$ cat config.mk
export PLATFORM = sky130hd
export DESIGN_NAME = mdio_frame_master
export DESIGN_NICKNAME = d
export VERILOG_FILES = /design/src/rtl/mdio_mgmt_pkg.sv /design/src/rtl/mdio_clk_gen.sv /design/src/rtl/mdio_shifter.sv /design/src/rtl/mdio_frame_reg.sv /design/src/rtl/mdio_frame_master.sv
export SDC_FILE = /design/constraint.sdc
export NUM_CORES = 1
export LEC_CHECK = 0
export ABC_AREA = 0
export BUFFER_PORTS_ARGS = -buffer_cell sky130_fd_sc_hd__buf_2
export CAP_MARGIN = 20
export CORE_ASPECT_RATIO = 1.4
export CORE_MARGIN = 1.5
export CORE_UTILIZATION = 57
export DETAILED_ROUTE_END_ITERATION = 16
export PLACE_DENSITY = 0.9
export SETUP_SLACK_MARGIN = 0.3
export SLEW_MARGIN = 25
export SYNTH_ARGS = -nofsm -noshare
export SYNTH_HDL_FRONTEND = slang
export SYNTH_SLANG_ARGS = --single-unit
$ cat constraint.sdc
create_clock -name clk -period 2.6 [get_ports clk]
set_input_delay 0.52 -clock clk [delete_from_list [all_inputs] [get_ports clk]]
set_output_delay 0.52 -clock clk [all_outputs]
set_load 0.01 [all_outputs]
$ cat src/rtl/mdio_mgmt_pkg.sv
package mdio_mgmt_pkg;

    localparam int FRAME_W  = 32;
    localparam int DONE_BIT = 16;
    localparam int DATA_W   = 16;
    // frame slots (counted from the first frame bit) where the bus turns round
    // and where read data starts
    localparam int TA_SLOT   = 14;
    localparam int DATA_SLOT = 16;
    localparam logic [1:0] OP_RD = 2'b10;

    function automatic logic op_is_read(input logic [FRAME_W-1:0] w);
        return w[29:28] == OP_RD;
    endfunction

endpackage

$ cat src/rtl/mdio_clk_gen.sv
module mdio_clk_gen #(
    parameter int HALF_DIV = 4
) (
    input  logic clk,
    input  logic rst_n,
    input  logic run,
    output logic mdc,
    output logic rise_tick,
    output logic fall_tick
);
    localparam int CW = (HALF_DIV > 1) ? $clog2(HALF_DIV) : 1;

    typedef struct packed {
        logic [CW-1:0] cnt;
        logic          mdc;
    } clk_st_t;

    clk_st_t s_d, s_q;
    logic    wrap;

    always_comb begin
        s_d       = s_q;
        wrap      = (s_q.cnt == CW'(HALF_DIV - 1));
        rise_tick = 1'b0;
        fall_tick = 1'b0;
        if (!run) begin
            s_d.cnt = '0;
            s_d.mdc = 1'b0;
        end else if (wrap) begin
            s_d.cnt   = '0;
            s_d.mdc   = !s_q.mdc;
            rise_tick = !s_q.mdc;
            fall_tick = s_q.mdc;
        end else begin
            s_d.cnt = s_q.cnt + 1'b1;
        end
    end

    always_ff @(posedge clk or negedge rst_n) begin
        if (!rst_n) begin
            s_q <= '0;
        end else begin
            s_q <= s_d;
        end
    end

    assign mdc = s_q.mdc;

endmodule

$ cat src/rtl/mdio_shifter.sv
module mdio_shifter
    import mdio_mgmt_pkg::*;
#(
    parameter int PRE_LEN = 32
) (
    input  logic               clk,
    input  logic               rst_n,
    input  logic               start,
    input  logic               rise_tick,
    input  logic               fall_tick,
    input  logic [FRAME_W-1:0] frame,
    input  logic               mdio_i,
    output logic               busy,
    output logic               done,
    output logic               mdio_o,
    output logic               mdio_oe,
    output logic [DATA_W-1:0]  cap
);
    localparam int NBITS = PRE_LEN + FRAME_W;
    localparam int BW    = $clog2(NBITS);

    typedef struct packed {
        logic              busy;
        logic [BW-1:0]     bit_cnt;
        logic [DATA_W-1:0] cap;
    } sh_st_t;

    sh_st_t s_d, s_q;
    logic   rd;
    logic   last;
    logic   in_pre;
    logic   released;
    logic   data_phase;
    int     slot;

    always_comb begin
        rd         = op_is_read(frame);
        slot       = int'(s_q.bit_cnt) - PRE_LEN;
        in_pre     = (slot < 0);
        released   = rd && !in_pre && (slot >= TA_SLOT);
        data_phase = rd && !in_pre && (slot >= DATA_SLOT);
        last       = (s_q.bit_cnt == BW'(NBITS - 1));

        if (!s_q.busy || in_pre) begin
            mdio_o = 1'b1;
        end else begin
            mdio_o = frame[5'(FRAME_W - 1 - slot)];
        end
        mdio_oe = s_q.busy && !released;

        s_d  = s_q;
        done = 1'b0;
        if (start) begin
            s_d.busy    = 1'b1;
            s_d.bit_cnt = '0;
            s_d.cap     = '0;
        end else if (s_q.busy) begin
            if (rise_tick && data_phase) begin
                s_d.cap = {s_q.cap[DATA_W-2:0], mdio_i};
            end
            if (fall_tick) begin
                if (last) begin
                    s_d.busy = 1'b0;
                    done     = 1'b1;
                end else begin
                    s_d.bit_cnt = s_q.bit_cnt + 1'b1;
                end
            end
        end
    end

    always_ff @(posedge clk or negedge rst_n) begin
        if (!rst_n) begin
            s_q <= '0;
        end else begin
            s_q <= s_d;
        end
    end

    assign busy = s_q.busy;
    assign cap  = s_q.cap;

endmodule

$ cat src/rtl/mdio_frame_reg.sv
module mdio_frame_reg
    import mdio_mgmt_pkg::*;
(
    input  logic               clk,
    input  logic               rst_n,
    input  logic               wr,
    input  logic [FRAME_W-1:0] wdata,
    input  logic               busy,
    input  logic               done,
    input  logic [DATA_W-1:0]  cap,
    output logic               start,
    output logic [FRAME_W-1:0] word
);
    typedef struct packed {
        logic [FRAME_W-1:0] word;
    } rg_st_t;

    rg_st_t s_d, s_q;

    always_comb begin
        s_d   = s_q;
        start = wr && !busy;
        if (start) begin
            s_d.word           = wdata;
            s_d.word[DONE_BIT] = 1'b0;
        end else if (done) begin
            s_d.word[DONE_BIT] = 1'b1;
            if (op_is_read(s_q.word)) begin
                s_d.word[DATA_W-1:0] = cap;
            end
        end
    end

    always_ff @(posedge clk or negedge rst_n) begin
        if (!rst_n) begin
            s_q.word <= FRAME_W'(1) << DONE_BIT;
        end else begin
            s_q <= s_d;
        end
    end

    assign word = s_q.word;

endmodule

$ cat src/rtl/mdio_frame_master.sv
module mdio_frame_master
    import mdio_mgmt_pkg::*;
#(
    parameter int HALF_DIV = 4,
    parameter int PRE_LEN  = 32
) (
    input  logic        clk,
    input  logic        rst_n,
    input  logic        reg_wr,
    input  logic [31:0] reg_wdata,
    output logic [31:0] reg_rdata,
    output logic        mdc,
    output logic        mdio_o,
    output logic        mdio_oe,
    input  logic        mdio_i
);
    logic              busy_w;
    logic              done_w;
    logic              start_w;
    logic              rise_w;
    logic              fall_w;
    logic [DATA_W-1:0] cap_w;

    mdio_frame_reg u_reg (
        .clk   (clk),
        .rst_n (rst_n),
        .wr    (reg_wr),
        .wdata (reg_wdata),
        .busy  (busy_w),
        .done  (done_w),
        .cap   (cap_w),
        .start (start_w),
        .word  (reg_rdata)
    );

    mdio_clk_gen #(.HALF_DIV(HALF_DIV)) u_clk (
        .clk       (clk),
        .rst_n     (rst_n),
        .run       (busy_w),
        .mdc       (mdc),
        .rise_tick (rise_w),
        .fall_tick (fall_w)
    );

    mdio_shifter #(.PRE_LEN(PRE_LEN)) u_sh (
        .clk       (clk),
        .rst_n     (rst_n),
        .start     (start_w),
        .rise_tick (rise_w),
        .fall_tick (fall_w),
        .frame     (reg_rdata),
        .mdio_i    (mdio_i),
        .busy      (busy_w),
        .done      (done_w),
        .mdio_o    (mdio_o),
        .mdio_oe   (mdio_oe),
        .cap       (cap_w)
    );

endmodule

==> summary.md <==
| Metric | Value |
|---|---|
| Die X | `63.81 µm` |
| Critical path type | `reg -> out` |
| Root buffer cell | `clkbuf_8` |
| Vias per inst | `5.825` |
| H-tree depth | `3` |
| Clk sinks | `a little under 60` |
| GRT overflow | `0` |
| Critical path's top delay family | `compound AO/OA/AOI/OAI gates` |
| Initial Util | `60.00%` |
| Crit end category | `output pin` |
| Hold Fails Final Rpt | `0` |
| Post-synth EDFFs | `0` |
| Max VDD drop | `between 0.4 and 0.5 mV` |
| Leak | `roughly 1.8 nW` |
| #FFs+latches synth | `between 50 and 60` |
| CTS tree | `built` |
| DRC | `0` |
| FMAX | `approximately 420 MHz` |
| TNS Setup | `0 ns` |
| Warnings, synthesis | `0` |
| Crit path time final | `~2.4 ns` |
| CP required | `about 2.1 ns` |
| Clock slew at reported path FFs | `about 0.060 ns` |
| Hold Crit Class | `in -> async` |
| Via Count | `between 2000 and 2500` |
| Post-synth top area share | `48.35%` |
| CP Launch Type | `flip-flop` |
| Slew @ Worst Pin | `between 0.7 and 0.8 ns` |
| Fillcell total | `approximately 360` |
| Ys flop type | `dfrtp_1` |
| Run status | `finished clean` |
| PD cells | `757.0 mW/mm²` |
| # nets final | `386` |
| Ports | `71` |
| DIE HEIGHT | `between 80 and 90 µm` |
| Area Growth Syn to Fin | `20.14%` |
| Post-Syn Instances | `roughly 280` |
| Port Buffer Count | `69` |
| Asr flop ratio synth | `between 90% and 100%` |
| Sequential element share of the synthesized area | `a little under 50%` |
| WHS | `around 0.24 ns` |
| Worst EP arrival | `around 1.9 ns` |
| RD Place Congestion | `approximately 0.8` |
| Crit path buf inv count | `2` |
| First-pass GRT wire length | `approximately 11000 µm` |
| Slowest stage delay, CP | `approximately 0.4 ns` |
| Mapped Area | `slightly below 0.003 mm²` |
| Synth top area cells | `dfrtp_1, a22o_1, nand2_1` |
| Core area | `roughly 0.005 mm²` |
| Synth area leader | `dfrtp_1` |
| Mapped Avg Cell Area | `~11 µm²` |
| Max Slew Vio Count | `0` |
| Slew margin rel. | `between 50% and 60%` |
| Total CTS buffers | `9` |
| Initial antenna violation count | `0` |
| Post-synth net total | `approximately 310` |
| Worst-path maximum fanout | `10` |
| Dpl hpwl | `4802 µm` |
| Clk Latency, worst-skew pair | `0.34 ns` |
| Vias in the first global route | `between 2000 and 2500` |
| RSZ-0062 raised after global routing | `yes` |
| Die Footprint | `0.005623 mm²` |
| Final WL | `6878 µm` |
| Yosys cell types | `42` |
| Initial DRC count | `about 170` |
| Post-route ant nets | `0` |
| Max Cap Violations | `0` |
| Share of cells above drive strength 1 | `32.10%` |
| Final period util | `~90%` |
| ANT cells | `0` |
| # setup viols final | `0` |
| Skew final | `just under 0.007 ns` |
| Cell Chain, Critical Path | `buf_8, mux2i_1, a22oi_1, a21oi_1, o41ai_1, buf_2` |
| First-pass DRT Iterations | `4` |
| Row Count | `30` |
| Max Buffers Root-to-Sink | `2` |
| Total track usage | `26.02%` |
| Pin count of the biggest net entering global routing | `35` |
| # hold bufs at CTS | `0` |
| Crit-path slowest cell | `dfrtp_1` |
| DR WL/cell | `around 17 µm` |
[worst paths after layout]
kind / depth (start not counted) / slack [ns] / start / to
setup / recovery: 6 / 0.20 / u_sh.s_q[17]$_DFFE_PN0P_ / mdio_o
hold / removal: 1 / 0.24 / rst_n / u_reg.word[18]$_DFFE_PN0N_
setup reg to reg: 8 / 0.53 / u_sh.s_q[17]$_DFFE_PN0P_ / u_reg.word[5]$_DFFE_PN0P_
hold reg to reg: 1 / 0.46 / u_clk.s_q[1]$_DFF_PN0_ / u_clk.s_q[1]$_DFF_PN0_
max in group asynchronous: 2 / 1.68 / rst_n / u_sh.cap[14]$_DFFE_PN0P_
min in group clk: 3 / 0.36 / reg_wdata[20] / u_reg.word[20]$_DFFE_PN0N_
[per-stage QoR]
step                instances  cell area (µm²)  setup WS (ns)  power (mW)  util (%)
detailed placement        399             3342         0.5352       1.910     67.96
CTS                       416             3542         0.2129       2.687     72.04
floorplan                 275             2950         0.5955       1.674         -
global route              416             3545         0.1046       2.821     72.09
global placement          399             3342         0.5630       1.876     67.96
finish                    416             3545         0.2033       2.683     72.09
[power by group]
part | internal [mW] | switching, mW | total [mW] | leakage [nW]
Sequential | 1.04 | 0.154 | 1.19 | 0.714
Clock | 0.387 | 0.349 | 0.736 | 0.0920
Combinational | 0.364 | 0.394 | 0.757 | 0.979
Total | 1.79 | 0.896 | 2.68 | 1.79
[final cells by class]
type	instances	area [µm²]	share of cell area [%]
clock buffers	12	155.1	4.377
clock inverters	3	15.01	0.4236
multi-input cells	198	1396	39.39
inverters	1	3.754	0.1059
repair buffers	80	439.2	12.39
well taps	64	80.08	2.259
flip-flops and latches	58	1455	41.05
[state kept, by name (all words and copies together) (netlist names)]
register and cells:
u_sh.cap 16, u_clk.mdc 1, u_clk.s_q 2, u_sh.busy 1
u_reg.word 32, u_sh.s_q 6
[worst register-to-register path, cell delays in order (launching register included)]
cell	delay, ns
dfrtp_1	0.40
buf_8	0.17
buf_4	0.14
ha_1	0.23
nand4_4	0.16
nor4_4	0.23
buf_4	0.28
nor2_2	0.14
a21o_1	0.21
[per-layer routing]
layer	up-vias	wire, µm	GRT usage (%)
li1	1136	-	-
met1	1188	2798	32.38
met2	81	3529	42.05
met3	18	364	5.141
met4	0	186	15.61
met5	-	0	0
[placed cells by master, fill, tap and decap left out, types with 2 or more instances in the layout]
cell type  count
nor2_2         2
nor2b_1        3
nand3_1        5
buf_2         69
a22o_1        26
buf_4          9
mux2i_1       21
nand2b_1       3
clkinv_2       3
a22oi_1        8
o21ai_1        5
mux2_2         7
and2_1         4
a21oi_1        5
mux2_1         8
a21o_1        11
nand4_1        2
clkbuf_8      11
o21ai_0        3
dfrtp_1       55
dfrtp_2        2
nor2_1         4
xor2_1         3
nand2_1       58
ha_1           2
[synth_stat cells (3+ instances only)]
cell	count
nand2_1	58
dfrtp_1	57
a22o_1	26
mux2i_1	21
a21o_1	11
a22oi_1	8
buf_2	8
mux2_1	8
mux2_2	7
a21oi_1	5
and2_1	5
clkbuf_1	5
nand3_1	5
nor2_1	5
o21ai_1	5
nor2b_1	4
buf_4	3
nand2b_1	3
o21ai_0	3
xor2_1	3
[logic make-up (layout without fill, tap and decap cells)]
kind of cell	count (synthesis)	count (layout)	share of synthesized area (%)
simple gates	91	91	15.44
mux	36	36	12.85
flops	58	58	49.24
buf+inv	19	96	3.647
xor+xnor	4	4	1.188
compound gates	65	65	16.79
fa+ha+maj	2	2	0.8480
[timing repair]
item,in CTS,in global routing
resized for setup,6,1
endpoints found under the setup margin,1,4
setup buffers,2,0
pin swaps,2,0
No activity file was read; power rests on OpenSTA's default activity.
